### src/rtl/gpio_lock_pkg.sv
package gpio_lock_pkg;
  localparam int OFS_W = 3;

  typedef enum logic [OFS_W-1:0] {
    OFS_DOUT = 3'd0,
    OFS_DIN  = 3'd1,
    OFS_DIR  = 3'd2,
    OFS_DRV  = 3'd3,
    OFS_PULL = 3'd4,
    OFS_LOCK = 3'd5
  } gpio_ofs_e;

  // Output enable of one pin: outputs drive, except open-drain pins holding 1.
  function automatic logic pin_oe(input logic is_out, input logic is_od, input logic d);
    return is_out & (~is_od | ~d);
  endfunction

  // Driven level of one pin: open-drain pins only ever drive low.
  function automatic logic pin_level(input logic is_out, input logic is_od, input logic d);
    return is_out & ~is_od & d;
  endfunction

  // Pull-up applies to input pins only.
  function automatic logic pin_pull(input logic is_out, input logic pu_en);
    return pu_en & ~is_out;
  endfunction

  // Lock-aware update of one configuration bit.
  function automatic logic guarded_bit(input logic cur, input logic nxt, input logic we,
                                       input logic locked);
    return (we & ~locked) ? nxt : cur;
  endfunction
endpackage

### src/rtl/gpio_addr_decode.sv
module gpio_addr_decode
  import gpio_lock_pkg::*;
#(
  parameter int          ADDR_W     = 16,
  parameter logic [15:0] BASE_RESET = 16'h0300
) (
  input  logic              clk,
  input  logic              rst_n,
  input  logic              base_wr,
  input  logic [ADDR_W-1:0] base_data,
  input  logic [ADDR_W-1:0] addr,
  output logic              hit,
  output logic [OFS_W-1:0]  ofs
);
  localparam int PAGE_W = ADDR_W - OFS_W;

  logic [PAGE_W-1:0] page_q;

  always_ff @(posedge clk or negedge rst_n) begin
    if (!rst_n)       page_q <= BASE_RESET[ADDR_W-1:OFS_W];
    else if (base_wr) page_q <= base_data[ADDR_W-1:OFS_W];
  end

  assign hit = (addr[ADDR_W-1:OFS_W] == page_q);
  assign ofs = addr[OFS_W-1:0];
endmodule

### src/rtl/gpio_cfg_bank.sv
module gpio_cfg_bank
  import gpio_lock_pkg::*;
#(
  parameter int PINS = 16
) (
  input  logic            clk,
  input  logic            rst_n,
  input  logic            we_dout,
  input  logic            we_dir,
  input  logic            we_drv,
  input  logic            we_pull,
  input  logic            we_lock,
  input  logic [PINS-1:0] wdata,
  output logic [PINS-1:0] dout_q,
  output logic [PINS-1:0] dir_q,
  output logic [PINS-1:0] drv_q,
  output logic [PINS-1:0] pull_q,
  output logic [PINS-1:0] lock_q
);
  for (genvar i = 0; i < PINS; i++) begin : g_pin
    always_ff @(posedge clk or negedge rst_n) begin
      if (!rst_n) begin
        dout_q[i] <= 1'b0;
        dir_q[i]  <= 1'b0;
        drv_q[i]  <= 1'b0;
        pull_q[i] <= 1'b0;
        lock_q[i] <= 1'b0;
      end else begin
        if (we_dout) dout_q[i] <= wdata[i];
        dir_q[i]  <= guarded_bit(dir_q[i],  wdata[i], we_dir,  lock_q[i]);
        drv_q[i]  <= guarded_bit(drv_q[i],  wdata[i], we_drv,  lock_q[i]);
        pull_q[i] <= guarded_bit(pull_q[i], wdata[i], we_pull, lock_q[i]);
        lock_q[i] <= lock_q[i] | (we_lock & wdata[i]);
      end
    end
  end
endmodule

### src/rtl/gpio_in_sync.sv
module gpio_in_sync #(
  parameter int PINS   = 16,
  parameter int STAGES = 2
) (
  input  logic            clk,
  input  logic            rst_n,
  input  logic [PINS-1:0] d,
  output logic [PINS-1:0] q
);
  logic [PINS-1:0] stage_q [STAGES];

  for (genvar s = 0; s < STAGES; s++) begin : g_stage
    always_ff @(posedge clk or negedge rst_n) begin
      if (!rst_n)  stage_q[s] <= '0;
      else if (s == 0) stage_q[s] <= d;
      else         stage_q[s] <= stage_q[(s == 0) ? 0 : s-1];
    end
  end

  assign q = stage_q[STAGES-1];
endmodule

### src/rtl/gpio_pad_ctrl.sv
module gpio_pad_ctrl
  import gpio_lock_pkg::*;
#(
  parameter int PINS = 16
) (
  input  logic [PINS-1:0] dir_q,
  input  logic [PINS-1:0] drv_q,
  input  logic [PINS-1:0] pull_q,
  input  logic [PINS-1:0] dout_q,
  output logic [PINS-1:0] pad_oe,
  output logic [PINS-1:0] pad_out,
  output logic [PINS-1:0] pad_pu
);
  for (genvar i = 0; i < PINS; i++) begin : g_pad
    assign pad_oe[i]  = pin_oe(dir_q[i], drv_q[i], dout_q[i]);
    assign pad_out[i] = pin_level(dir_q[i], drv_q[i], dout_q[i]);
    assign pad_pu[i]  = pin_pull(dir_q[i], pull_q[i]);
  end
endmodule

### src/rtl/gpio_lock_port.sv
module gpio_lock_port
  import gpio_lock_pkg::*;
#(
  parameter int          PINS        = 16,
  parameter int          ADDR_W      = 16,
  parameter int          SYNC_STAGES = 2,
  parameter logic [15:0] BASE_RESET  = 16'h0300
) (
  input  logic              clk,
  input  logic              rst_n,
  input  logic              cfg_base_wr,
  input  logic [ADDR_W-1:0] cfg_base_data,
  input  logic [ADDR_W-1:0] bus_addr,
  input  logic              bus_wr,
  input  logic              bus_rd,
  input  logic [PINS-1:0]   bus_wdata,
  output logic [PINS-1:0]   bus_rdata,
  input  logic [PINS-1:0]   pad_in,
  output logic [PINS-1:0]   pad_oe,
  output logic [PINS-1:0]   pad_out,
  output logic [PINS-1:0]   pad_pu
);
  logic             hit;
  logic [OFS_W-1:0] ofs;
  logic [PINS-1:0]  dout_q, dir_q, drv_q, pull_q, lock_q, sync_q;
  logic             wr_hit, rd_hit, rd_din;

  gpio_addr_decode #(.ADDR_W(ADDR_W), .BASE_RESET(BASE_RESET)) u_dec (
    .clk(clk), .rst_n(rst_n), .base_wr(cfg_base_wr), .base_data(cfg_base_data),
    .addr(bus_addr), .hit(hit), .ofs(ofs)
  );

  assign wr_hit = bus_wr & hit;
  assign rd_hit = bus_rd & hit;
  assign rd_din = rd_hit & (ofs == OFS_DIN);

  gpio_cfg_bank #(.PINS(PINS)) u_cfg (
    .clk(clk), .rst_n(rst_n),
    .we_dout(wr_hit & (ofs == OFS_DOUT)),
    .we_dir (wr_hit & (ofs == OFS_DIR)),
    .we_drv (wr_hit & (ofs == OFS_DRV)),
    .we_pull(wr_hit & (ofs == OFS_PULL)),
    .we_lock(wr_hit & (ofs == OFS_LOCK)),
    .wdata(bus_wdata),
    .dout_q(dout_q), .dir_q(dir_q), .drv_q(drv_q), .pull_q(pull_q), .lock_q(lock_q)
  );

  gpio_in_sync #(.PINS(PINS), .STAGES(SYNC_STAGES)) u_sync (
    .clk(clk), .rst_n(rst_n), .d(pad_in), .q(sync_q)
  );

  gpio_pad_ctrl #(.PINS(PINS)) u_pad (
    .dir_q(dir_q), .drv_q(drv_q), .pull_q(pull_q), .dout_q(dout_q),
    .pad_oe(pad_oe), .pad_out(pad_out), .pad_pu(pad_pu)
  );

  logic [PINS-1:0] rd_mux;
  always_comb begin
    rd_mux = '0;
    if (hit) begin
      case (ofs)
        OFS_DOUT: rd_mux = dout_q;
        OFS_DIN:  rd_mux = sync_q;
        OFS_DIR:  rd_mux = dir_q;
        OFS_DRV:  rd_mux = drv_q;
        OFS_PULL: rd_mux = pull_q;
        OFS_LOCK: rd_mux = lock_q;
        default:  rd_mux = '0;
      endcase
    end
  end

  always_ff @(posedge clk or negedge rst_n) begin
    if (!rst_n)      bus_rdata <= '0;
    else if (bus_rd) bus_rdata <= rd_mux;
  end
endmodule

### config.mk
export PLATFORM = sky130hd
export DESIGN_NAME = gpio_lock_port
export DESIGN_NICKNAME = d
export VERILOG_FILES = /design/src/rtl/gpio_lock_pkg.sv /design/src/rtl/gpio_addr_decode.sv /design/src/rtl/gpio_cfg_bank.sv /design/src/rtl/gpio_in_sync.sv /design/src/rtl/gpio_pad_ctrl.sv /design/src/rtl/gpio_lock_port.sv
export SDC_FILE = /design/constraint.sdc
export NUM_CORES = 1
export LEC_CHECK = 0
export ABC_AREA = 1
export BUFFER_PORTS_ARGS = -buffer_cell sky130_fd_sc_hd__buf_4
export CORE_MARGIN = 1.5
export CORE_UTILIZATION = 40
export CTS_CLUSTER_SIZE = 30
export DETAILED_ROUTE_END_ITERATION = 10
export MAX_ROUTING_LAYER = met4
export SLEW_MARGIN = 15
export SYNTH_ARGS = -nofsm -noshare
export SYNTH_HDL_FRONTEND = slang
export SYNTH_SLANG_ARGS = --single-unit
### constraint.sdc
create_clock -name clk -period 2.3 [get_ports clk]
set_input_delay 0.46 -clock clk [delete_from_list [all_inputs] [get_ports clk]]
set_output_delay 0.46 -clock clk [all_outputs]
set_load 0.02 [all_outputs]
==> results by group <==
Timing
  • Fin crit period: 2.06 ns
  • RSZ-0062 raised after global routing: false
  • Period utilization: around 90%
  • Worst Tran Pin Value: approximately 0.71 ns
  • Setup TNS Final: 0 ns
  • Slew Limit Fails: 0
  • Setup-failing EPs final: 0
  • Fmax: roughly 480 MHz
  • Max-slew headroom: between 50% and 60%
  • Clock skew: approximately 0.016 ns
  • Final Hold Vio Count: 0
  • Worst setup margin: around 0.24 ns

Global route
  • First-pass GRT wire length: about 31000 um
  • Gr usage total: 24.0%
  • Pin count of the biggest net entering global routing: 62
  • Initial antenna violation count: 0
  • Vias in the first global route: ~5700
  • Gr ovfl total: 0

Critical path
  • Worst Path Max Fanout: 16
  • Slowest CP cell: dfstp_2
  • Slowest cell delay on critical path: 0.53 ns
  • WS Path Type: flop to flop
  • CP Launch Type: flop
  • Arrival @ worst endpoint: between 2 and 2.5 ns
  • Worst-path cell chain: inv_1 > nand2_1 > nand2_1 > nor2_1 > nand2_1 > nor2_2 > nand3_4 > inv_2 > nand2_4 > nand2_1 > nand2_1
  • CP endpoint kind: flop
  • Critical path data required time: approximately 2.6 ns
  • Critical Path Most Common Cell: nand2_1

Synth
  • Largest cells by area after synthesis: dfrtp_1 (52%), nand2_1 (16%), nand3_1 (6.4%), nand4_1 (4.6%), inv_1 (4.4%)
  • Largest family of logic cells by synthesized area: simple AND/OR/NAND/NOR gates
  • Count of mapped cells out of synthesis: 818
  • Post-synthesis xor/xnor area fraction: less than 1%
  • Post-synth top area share: between 50% and 60%
  • Adder-Cell Fraction of Synth Area: 0%
  • Leading area contributor after synthesis: dfrtp_1
  • Warnings, synthesis: 0
  • Post-synthesis cell type count: 31
  • Register bit total from synthesis: roughly 140
  • Post-synthesis mux area share: less than 1%
  • Post-synthesis net count: 887
  • Simple-Gate Fraction of Synth Area: between 30% and 40%
  • Sequential-to-total area share from yosys stat: 52.7%
  • Post-Syn Area: 0.00670 mm2
  • Avg Cell Area, Syn: about 8 um2
  • Complex-gate fraction of the synthesized area: 7.21%

Floorplan
  • Initial core utilization: 40.7%
  • Die Wd: roughly 130 um
  • I/O pins: 133
  • Die footprint: roughly 0.018 mm2
  • Core box area: about 0.016 mm2
  • Num rows: 47
  • Chip height: 132 um

Finish
  • Layout Nets: about 1000
  • Fillers: ~1600
  • Layout area overhead: 28.2%
  • Share of post-route cells with drive strength above 1: 20.7%
  • Antenna diodes: 0

Route
  • Routed WL per cell: around 17 um
  • DRT iter0 DRCs: 524
  • Residual DRC count: 0
  • Post-route ant nets: 0
  • Vias: 6092
  • Router iterations before antenna repair: 5
  • Via density: 5.12
  • Total Wirelength: around 20000 um

Place
  • Port buffer count: approximately 130
  • Routability cong.: approximately 0.86
  • Post-DP HPWL: 12900 um
  • Placement Setup Slack: roughly 0.21 ns

Power and ir drop
  • Pleak: 4.45 nW
  • Final Power: roughly 5.6 mW
  • PD cells: about 650 mW/mm2
  • Peak supply drop: slightly below 0.6 mV

Clock network
  • CTS Root Buffer Type: clkbuf_16
  • CTS buffer count: 17
  • Resized cells post-CTS: 0
  • CTS tree: yes
  • CTS Sinks: around 140
  • Clk buf depth: 2
  • Clock transition at path regs: roughly 0.060 ns
  • Clock Latency Late Sink: approximately 0.42 ns
  • Htree depth: 4

Flow run
  • Max Cap Viol: 0

Run status
  • Outcome: complete, no violations

Hold path
  • Hold/Removal Path Class: input pin to flop
## cells in the final DEF (no fill, tap or decap), types with 2 or more instances in the layout
cell / netlist / layout
buf_12: 0 / 6
dfstp_2: 2 / 2
nand3_1: 85 / 85
inv_1: 79 / 79
nor2_4: 3 / 4
o2111ai_1: 6 / 6
nand4_1: 49 / 49
nor3b_1: 5 / 5
nand2_1: 286 / 286
a21boi_0: 8 / 8
and3_1: 9 / 9
o2bb2ai_1: 2 / 2
clkinvlp_4: 0 / 3
clkinv_4: 0 / 3
a22oi_1: 2 / 2
clkbuf_8: 0 / 3
nor2_1: 31 / 31
clkbuf_16: 0 / 17
clkinv_2: 0 / 2
clkinv_1: 2 / 2
clkbuf_1: 11 / 2
inv_2: 4 / 4
o21ai_0: 35 / 35
dfrtp_1: 139 / 139
mux2_2: 3 / 3
nor2_2: 3 / 2
o22ai_1: 10 / 10
o31ai_1: 8 / 8
a21oi_1: 8 / 8
xnor2_1: 2 / 2
buf_4: 7 / 146
## state kept, by name, indices dropped and copies added, names as in the netlist
name,flops
bus_rdata,16
u_cfg.dir_q,16
u_cfg.dout_q,16
u_cfg.drv_q,16
u_cfg.lock_q,16
u_cfg.pull_q,16
u_dec.page_q,13
u_sync.q,16
u_sync.stage_q,16
## routing by layer
metal  GRT usage (%)  vias up  part of all wire, %
li1                -     2979                    -
met1            32.3     2877                   45
met2            36.5      207                   47
met3            4.73       29                  6.2
met4            7.81        0                  1.9
met5               -        -                    0
## stage by stage
step                      std cells  hold WS [ns]  cell area (um2)  utilization, %
after floorplan                 818         0.164             6700               -
after global placement         1158         0.331             8010            48.6
after detailed placement       1158         0.335             8010            48.6
after CTS                      1190         0.124             8580            52.1
after global routing           1190         0.123             8580            52.1
final                          1190         0.138             8580            52.1
## kinds of logic (layout without fill, tap and decap cells)
group	count (synthesis)	in the layout
XOR/XNOR	2	2
multiplexers	3	3
AND/OR/NAND/NOR	475	475
AO/OA/AOI/OAI	79	79
flip-flops	141	141
buffers and inverters	118	270
## Yosys cell counts (all sizes together)
| master | n |
|---|---|
| nor3b | 5 |
| o2111ai | 6 |
| xnor2 | 2 |
| o22ai | 10 |
| and3 | 9 |
| o2bb2ai | 2 |
| a22oi | 2 |
| nor2 | 37 |
| mux2 | 3 |
| nand4 | 49 |
| clkinv | 2 |
| nand3 | 87 |
| o31ai | 8 |
| dfstp | 2 |
| clkbuf | 11 |
| nand2 | 287 |
| a21oi | 8 |
| inv | 83 |
| dfrtp | 139 |
| o21ai | 35 |
| nor3 | 1 |
| a21boi | 8 |
| buf | 22 |
## path summary, 6_finish.rpt
kind | start | endpoint | slack [ns] | cells past startpoint
worst max-delay path | u_dec.page_q[6]$_DFFE_PN1P_ | u_cfg.dout_q[5]$_DFFE_PN0P_ | 0.24 | 11
worst min-delay path | pad_in[2] | u_sync.stage_q[18]$_DFF_PN0_ | 0.14 | 1
worst max register to register | u_dec.page_q[6]$_DFFE_PN1P_ | u_cfg.dout_q[5]$_DFFE_PN0P_ | 0.24 | 11
worst min register to register | u_sync.stage_q[20]$_DFF_PN0_ | u_sync.q[4]$_DFF_PN0_ | 0.34 | 0
max in group asynchronous | rst_n | u_cfg.drv_q[5]$_DFFE_PN0P_ | 1.04 | 3
min in group asynchronous | rst_n | u_dec.page_q[9]$_DFFE_PN0P_ | 0.55 | 2
## where the power goes
group / total, mW / switching [mW] / internal (mW) / leakage [nW]
combinational: 0.380 / 0.240 / 0.141 / 2.39
clock: 2.62 / 1.05 / 1.57 / 0.268
sequential: 2.56 / 0.0227 / 2.53 / 1.78
## layout make-up
class	count	area, um2	area share [%]
inverters	85	319	3.72
clock buffers	22	474	5.53
multi-input cells	559	2660	31.0
clock inverters	9	88.8	1.04
well taps	220	275	3.21
flip-flops and latches	141	3530	41.1
repair buffers	154	1240	14.4
## critical path, delay by kind of cell, from the launching register on
family / cells / cell delay, ns
buffers and inverters: 2 / 0.33
DFF: 1 / 0.53
and+or+nand+nor: 9 / 1.09
## what timing repair did
item,4_1_cts,5_1_grt
buffers inserted,0,0
hold buffers,1,0
hold endpoints to repair,6,0
(Power assumes the default switching activity.)
